File: src/rtl/cmd_list_seq.sv
module cmd_list_seq #(
  parameter int LISTS = 8,
  parameter int DEPTH = 16,
  parameter int RA_W  = 4,
  parameter int RD_W  = 16,
  parameter int REJ_W = 4,
  localparam int CODE_W = $clog2(LISTS),
  localparam int IDX_W  = $clog2(DEPTH),
  localparam int CNT_W  = $clog2(DEPTH + 1)
) (
  input  logic              clk,
  input  logic              rst_n,
  input  logic              ld_en,
  input  logic [CODE_W-1:0] ld_list,
  input  logic [IDX_W-1:0]  ld_slot,
  input  logic [RA_W-1:0]   ld_reg,
  input  logic [RD_W-1:0]   ld_val,
  input  logic              ld_end,
  input  logic              cmd_valid,
  input  logic [CODE_W-1:0] cmd_code,
  input  logic              eot,
  output logic              busy,
  output logic              wr_en,
  output logic [RA_W-1:0]   wr_reg,
  output logic [RD_W-1:0]   wr_val,
  output logic              done,
  output logic [CODE_W-1:0] done_code,
  output logic [CNT_W-1:0]  done_count,
  output logic              overrun,
  output logic [REJ_W-1:0]  rej_count
);
  localparam int ENT_W = RA_W + RD_W + 1;
  localparam logic [REJ_W-1:0] REJ_MAX = {REJ_W{1'b1}};
  localparam logic [IDX_W-1:0] IDX_LAST = IDX_W'(DEPTH - 1);

  logic [ENT_W-1:0]  mem [LISTS][DEPTH];
  logic [CODE_W-1:0] code_q;
  logic [IDX_W-1:0]  idx_q;
  logic [ENT_W-1:0]  cur;
  logic              last;

  always_ff @(posedge clk)
    if (ld_en) mem[ld_list][ld_slot] <= {ld_end, ld_reg, ld_val};

  assign cur    = mem[code_q][idx_q];
  assign last   = cur[ENT_W-1] || (idx_q == IDX_LAST);
  assign wr_en  = busy && !eot;
  assign wr_reg = cur[RD_W +: RA_W];
  assign wr_val = cur[RD_W-1:0];

  always_ff @(posedge clk) begin
    if (!rst_n) begin
      busy       <= 1'b0;
      code_q     <= '0;
      idx_q      <= '0;
      done       <= 1'b0;
      done_code  <= '0;
      done_count <= '0;
      overrun    <= 1'b0;
      rej_count  <= '0;
    end else begin
      done <= 1'b0;
      if (!busy) begin
        if (cmd_valid) begin
          busy    <= 1'b1;
          code_q  <= cmd_code;
          idx_q   <= '0;
          overrun <= 1'b0;
        end
      end else begin
        if (cmd_valid && rej_count != REJ_MAX) rej_count <= rej_count + 1'b1;
        if (eot) begin
          busy    <= 1'b0;
          overrun <= 1'b1;
        end else if (last) begin
          busy       <= 1'b0;
          done       <= 1'b1;
          done_code  <= code_q;
          done_count <= CNT_W'(idx_q) + CNT_W'(1);
        end else begin
          idx_q <= idx_q + 1'b1;
        end
      end
    end
  end

  AST_ACCEPT_STARTS: assert property (@(posedge clk) disable iff (!rst_n)
    (!busy && cmd_valid) |=> (busy && !overrun));
  AST_DONE_AFTER_WRITE: assert property (@(posedge clk) disable iff (!rst_n)
    done |-> (!busy && $past(wr_en)));
  AST_DONE_COUNT_RANGE: assert property (@(posedge clk) disable iff (!rst_n)
    done |-> (done_count != '0 && done_count <= CNT_W'(DEPTH)));
  AST_EOT_ABORTS: assert property (@(posedge clk) disable iff (!rst_n)
    (busy && eot) |=> (!busy && overrun && !done));
  AST_OVERRUN_HOLDS: assert property (@(posedge clk) disable iff (!rst_n)
    (overrun && !(cmd_valid && !busy)) |=> overrun);
  AST_REJ_COUNTS: assert property (@(posedge clk) disable iff (!rst_n)
    (busy && cmd_valid && rej_count != REJ_MAX) |=> rej_count == $past(rej_count) + 1'b1);
  AST_IDLE_EOT_QUIET: assert property (@(posedge clk) disable iff (!rst_n)
    (!busy && !cmd_valid && eot) |=> (!busy && $stable(overrun)));
endmodule

File: config.mk
export PLATFORM = sky130hd
export DESIGN_NAME = cmd_list_seq
export DESIGN_NICKNAME = d
export VERILOG_FILES = /design/src/rtl/cmd_list_seq.sv
export SDC_FILE = /design/constraint.sdc
export NUM_CORES = 2
export LEC_CHECK = 0
export CORE_AREA = 4 4 439 441
export DETAILED_ROUTE_END_ITERATION = 7
export DIE_AREA = 0 0 443 445
export PLACE_DENSITY = 0.72
export RECOVER_POWER = 100
export SLEW_MARGIN = 30
export SYNTH_ARGS = -nofsm -noshare
export SYNTH_HDL_FRONTEND = slang
export SYNTH_SLANG_ARGS = --single-unit
File: constraint.sdc
create_clock -name clk -period 5.61 [get_ports clk]
set_input_delay 0.8415 -clock clk [delete_from_list [all_inputs] [get_ports clk]]
set_output_delay 0.8415 -clock clk [all_outputs]
set_load 0.01 [all_outputs]
; ---- Word-level counts from Yosys, hierarchy flattened
; Memory sizes are Yosys's and may differ from the RTL's. A register that Yosys moved wholly into a read port is not among the register bits.
; Cells that the tools add are included.
[op_classes]
add_sub_neg = 3
muxes = 21
magnitude_cmp = 3
eq_ne = 5
n_reduce_logical = 12
bitwise = 5
[op_table]
columns = operator, count
row1 = 336-bit 2-to-1 mux, 1
row2 = 21-bit binary-select mux with 4-bit select, 1
row3 = 21-bit demux with 4-bit select, 1
row4 = 21-bit 2-to-1 mux, 3
row5 = 4-bit 2-to-1 mux, 4
row6 = "5-bit >= comparator, second input constant", 2
row7 = 4-bit NOT with 5-bit output, 2
row8 = 1-bit 2-to-1 mux, 9
row9 = "4-bit by 1-bit adder with 4-bit output, second input constant", 2
row10 = 3-bit 2-to-1 mux, 2
row11 = "2-bit != test, second input constant", 3
row12 = 2-bit AND reduction, 3
row13 = 3-bit AND reduction, 2
row14 = "4-bit by 1-bit adder with 5-bit output, second input constant", 1
row15 = "5-bit by 1-bit less-than comparator with 1-bit output, second input constant", 1
row16 = "4-bit equality test, second input constant", 1
row17 = "4-bit != test, second input constant", 1
row18 = 1-bit logical AND, 3
row19 = 1-bit NOT, 3
row20 = 3-bit OR reduction, 1
row21 = 2-bit nonzero test, 1
row22 = 1-bit zero test, 1
row23 = 1-bit logical OR, 1
[totals]
reg_bits = 22
word_cells = 58
output_inout_bits = 36
ram_bits = 2688
inputBits = 36
mem_count = 1
[memory_table]
columns = memory, depth, width, rd, rd_ports_with_merged_regs, write_ports, line_no
row1 = mem, 8, 336, 1, 1, 1, 36  ; logic [ENT_W-1:0] mem [LISTS][DEPTH];

; ---- Longest topological paths before layout
[depth]
depth_word = 8
depth_mapped = 11
depth_no_buf = 7

; ---- Worst setup path before layout
; Ideal clock, no wire load.
[synth_path]
path_type = register -> output
from = register with a tool-made name
to = output port wr_val[10]
setup_slack_ns = 1.916
stages_incl_launch_ff = 8
n_path_buf = 3
arrival_time_ns = 2.853
required_ns = 4.769
path_cell_list = dfxtp_1 -> buf_2 -> buf_2 -> buf_1 -> mux4_2 -> mux4_2 -> mux4_2 -> mux2_2
[synth_lines]
columns = item, line_no
row1 = "end, declared", 25  ; output logic [RD_W-1:0] wr_val,

==> results.py <==
metrics = {
    "outcome": {
        "status": "finished with violations",
        "violations": "max-capacitance violations, max-slew violations",
    },
    "synthesis": {
        "ys_ff_latch": 2713,
        "ys_types": 47,
        "synth_async_sr_flop_share": 0,
        "synth-edff-count": 2688,
        "postSynthAreaPerCell_um2": 24.98,
        "synth_ff_type": "edfxtp_1",
        "synth.net_count": 4182,
        "netlist_area_mm2": 0.1035,
        "yosysSeqAreaShare": 0.7846,
        "yosys_warnings": 0,
        "netlist_instances": 4144,
    },
    "timing": {
        "setup_viol": 0,
        "final_hold_viol_count": 0,
        "skew_ns": 0.03803,
        "setup_tns_ns": 0,
        "period_share": 0.9785,
        "hold_ws_ns": 0.4348,
        "maxSlewViolCount": 4336,
        "fin_crit_ns": 5.489,
        "fmax_mhz": 182.2,
        "rsz0062_at_grt": "no",
        "slew_headroom": -2.101,
        "worst-slew-pin-transition_ns": 4.651,
    },
    "clocking": {
        "cts_made_buffers": 280,
        "cts_tree": "done",
        "path_clk_slew_ns": 0.06,
        "clk_latency_ns": 0.91,
        "ctsResizeCount": 0,
        "root_buffer": "clkbuf_16",
        "cts_sinks": 2713,
        "cts_buffer_depth": 4,
        "htree_num_levels": 5,
    },
    "global_routing": {
        "grt_max_degree": 121,
        "grt_pass1_vias": 48660,
        "antenna_found_initial": 16,
        "grt.overflow.total": 0,
        "grt_util_all_layers": 0.2571,
        "grt_pass1_wl_um": 359000,
    },
    "detailed_routing": {
        "drc_errors": 0,
        "vias_per_cell": 6.588,
        "vias": 47690,
        "first_pass_iters": 6,
        "routedWlPerCell_um": 34.56,
        "first_iter_violations": 6314,
        "ant_nets": 0,
        "totalWireLength_um": 250100,
    },
    "floorplanning": {
        "die_area_mm2": 0.1971,
        "rows": 160,
        "io-pin-count": 72,
        "die_h_um": 445,
        "start_util": 0.5472,
        "fp.dieW_um": 443,
        "coreArea_mm2": 0.1892,
    },
    "layout": {
        "fill_cells": 12150,
        "area_delta_synth_final_pct": 13.08,
        "layout.nets": 4572,
        "drive_above_1_share": 0.3039,
        "layout_commonest_cell": "edfxtp_1",
        "design_area_mm2": 0.1171,
        "final_cell_mix": "2,688 x edfxtp_1, 853 x mux4_2, 287 x clkbuf_16",
    },
    "power": {
        "combPwrFrac": 0.049,
        "power_mw": 42.21,
        "switching_share": 0.2020,
        "p_switching_mw": 8.527,
        "p_leak_nw": 34.92,
        "powerDensity_mw_per_mm2": 360.6,
        "p_clk_frac": 0.420,
        "peakVddDrop_mv": 0.2319,
        "p_seq_frac": 0.531,
        "p_int_mw": 33.68,
    },
    "placement": {
        "dpl_cell_area_mm2": 0.1090,
        "hpwl_um": 138200,
        "place_congestion": 0.8476,
        "port_buffers": 71,
    },
    "setup_path": {
        "criticalPathCategory": "register to output pin",
        "cp_data_arrival_time_ns": 4.65,
        "cp.required_ns": 4.77,
        "critPathMaxFanout": 61,
        "endpoint_kind": "output pin",
        "crit_path_start_kind": "register",
    },
    "flow_run": {
        "drv_cap": 137,
    },
    "hold_path": {
        "hp-class": "primary input to register",
    },
}
synthesized netlist by cell type (all sizes together), types with 2 or more instances:
cell type,n,area share
inv,4,0.00014
mux2,25,0.0027
a31oi,2,0.00012
mux2i,45,0.0044
o211ai,2,0.00014
nor2,145,0.0053
nand4,9,0.00054
a2111o,2,0.00022
o21a,2,0.00014
and3,5,0.00030
buf,110,0.0053
o22ai,2,0.00012
nand3b,4,0.00029
a2111oi,3,0.00025
dfxtp,25,0.0048
and2,2,0.00012
o31ai,2,0.00014
mux4,853,0.19
xor2,2,0.00017
nand3,11,0.00053
clkbuf,113,0.0041
nand2b,5,0.00030
nor2b,6,0.00036
o211a,2,0.00019
nand2,36,0.0013
a211oi,2,0.00014
edfxtp,2688,0.78
o21ai,2,0.000097
a22oi,14,0.0010
a21oi,6,0.00029
ha,2,0.00024
stage by stage:
step / utilization / setup slack [ns] / instances
after detailed placement: 0.5764 / 0.7340 / 6749
after global placement: 0.5763 / 0.6989 / 6749
after global routing: 0.6187 / 0.06972 / 7234
after CTS: 0.6228 / 0.1809 / 7229
after floorplan: - / 1.916 / 4144
final: 0.6188 / 0.1207 / 7238
what timing repair did:
action / 4_1_cts / 5_1_grt
setup endpoints to repair: 20 / 0
buffers inserted: 13 / 0
hold buffers: 0 / 0
area by class of cell:
class	instances	area, µm²	share of cell area
Antenna cell	8	20.02	0.0001710
Clock buffer	335	7392	0.06315
Clock inverter	132	1214	0.01037
Inverter	5	18.77	0.0001603
Multi-Input combinational cell	1203	21470	0.1834
Sequential cell	2713	81240	0.6940
Tap cell	2511	3142	0.02684
Timing Repair Buffer	331	2561	0.02188
logic make-up (layout without fill, tap and decap cells):
| kind of cell | count (synthesis) | count (layout) | share of synthesized area |
|---|---|---|---|
| mux | 923 | 923 | 0.1927 |
| compound gates | 46 | 46 | 0.003312 |
| simple gates | 229 | 229 | 0.009428 |
| fa+ha+maj | 2 | 2 | 0.0002417 |
| other cells | 0 | 8 | 0 |
| flops | 2713 | 2713 | 0.7846 |
| xor+xnor | 3 | 3 | 0.0002539 |
| buf+inv | 228 | 803 | 0.009536 |
worst max-delay path: stages, from the launching register on:
cell             delay (ns)
dfxtp_1                0.53
buf_12                 0.22
buf_12                 0.32
mux4_2                 0.38
mux4_2                 0.54
mux4_2                 0.63
mux2_1                 0.46
clkdlybuf4s50_1        0.52
metal layers:
layer | routed length, µm | up-vias | GRT usage
li1 | - | 18790 | -
met1 | 91060 | 25500 | 0.3558
met2 | 122200 | 2914 | 0.4091
met3 | 26030 | 477 | 0.05526
met4 | 10820 | 2 | 0.09949
met5 | 11 | - | 0
sequential cells by signal (all words and copies together) (netlist names), named ones only:
signal / count
busy: 1
done_code: 3
overrun: 1
done_count: 5
done: 1
idx_q: 4
rej_count: 4
mem: 2688
code_q: 3
final timing paths:
path                                              from                        end  slack (ns)  cells after the start
worst min-delay path                        ld_val[11]      mem[2][116]$_DFFE_PP_        0.43                      1
worst max register to register                register            busy$_SDFF_PN0_        1.00                     11
worst max-delay path                          register                  wr_val[4]        0.12                      7
worst min register to register  code_q[1]$_SDFFE_PN0P_  done_code[1]$_SDFFE_PN0P_        0.49                      2
power by group through the flow:
stage / logic, mW / clock network, mW / registers (mW)
finish: 2.07 / 17.7 / 22.4
global route: 2.16 / 18.9 / 22.4
CTS: 2.08 / 17.9 / 22.4
detailed placement: 2.02 / 0 / 22.8
global placement: 1.98 / 0 / 22.8
floorplan: 1.12 / 0 / 22.8
Note: power is estimated with default switching activity, not from simulation.
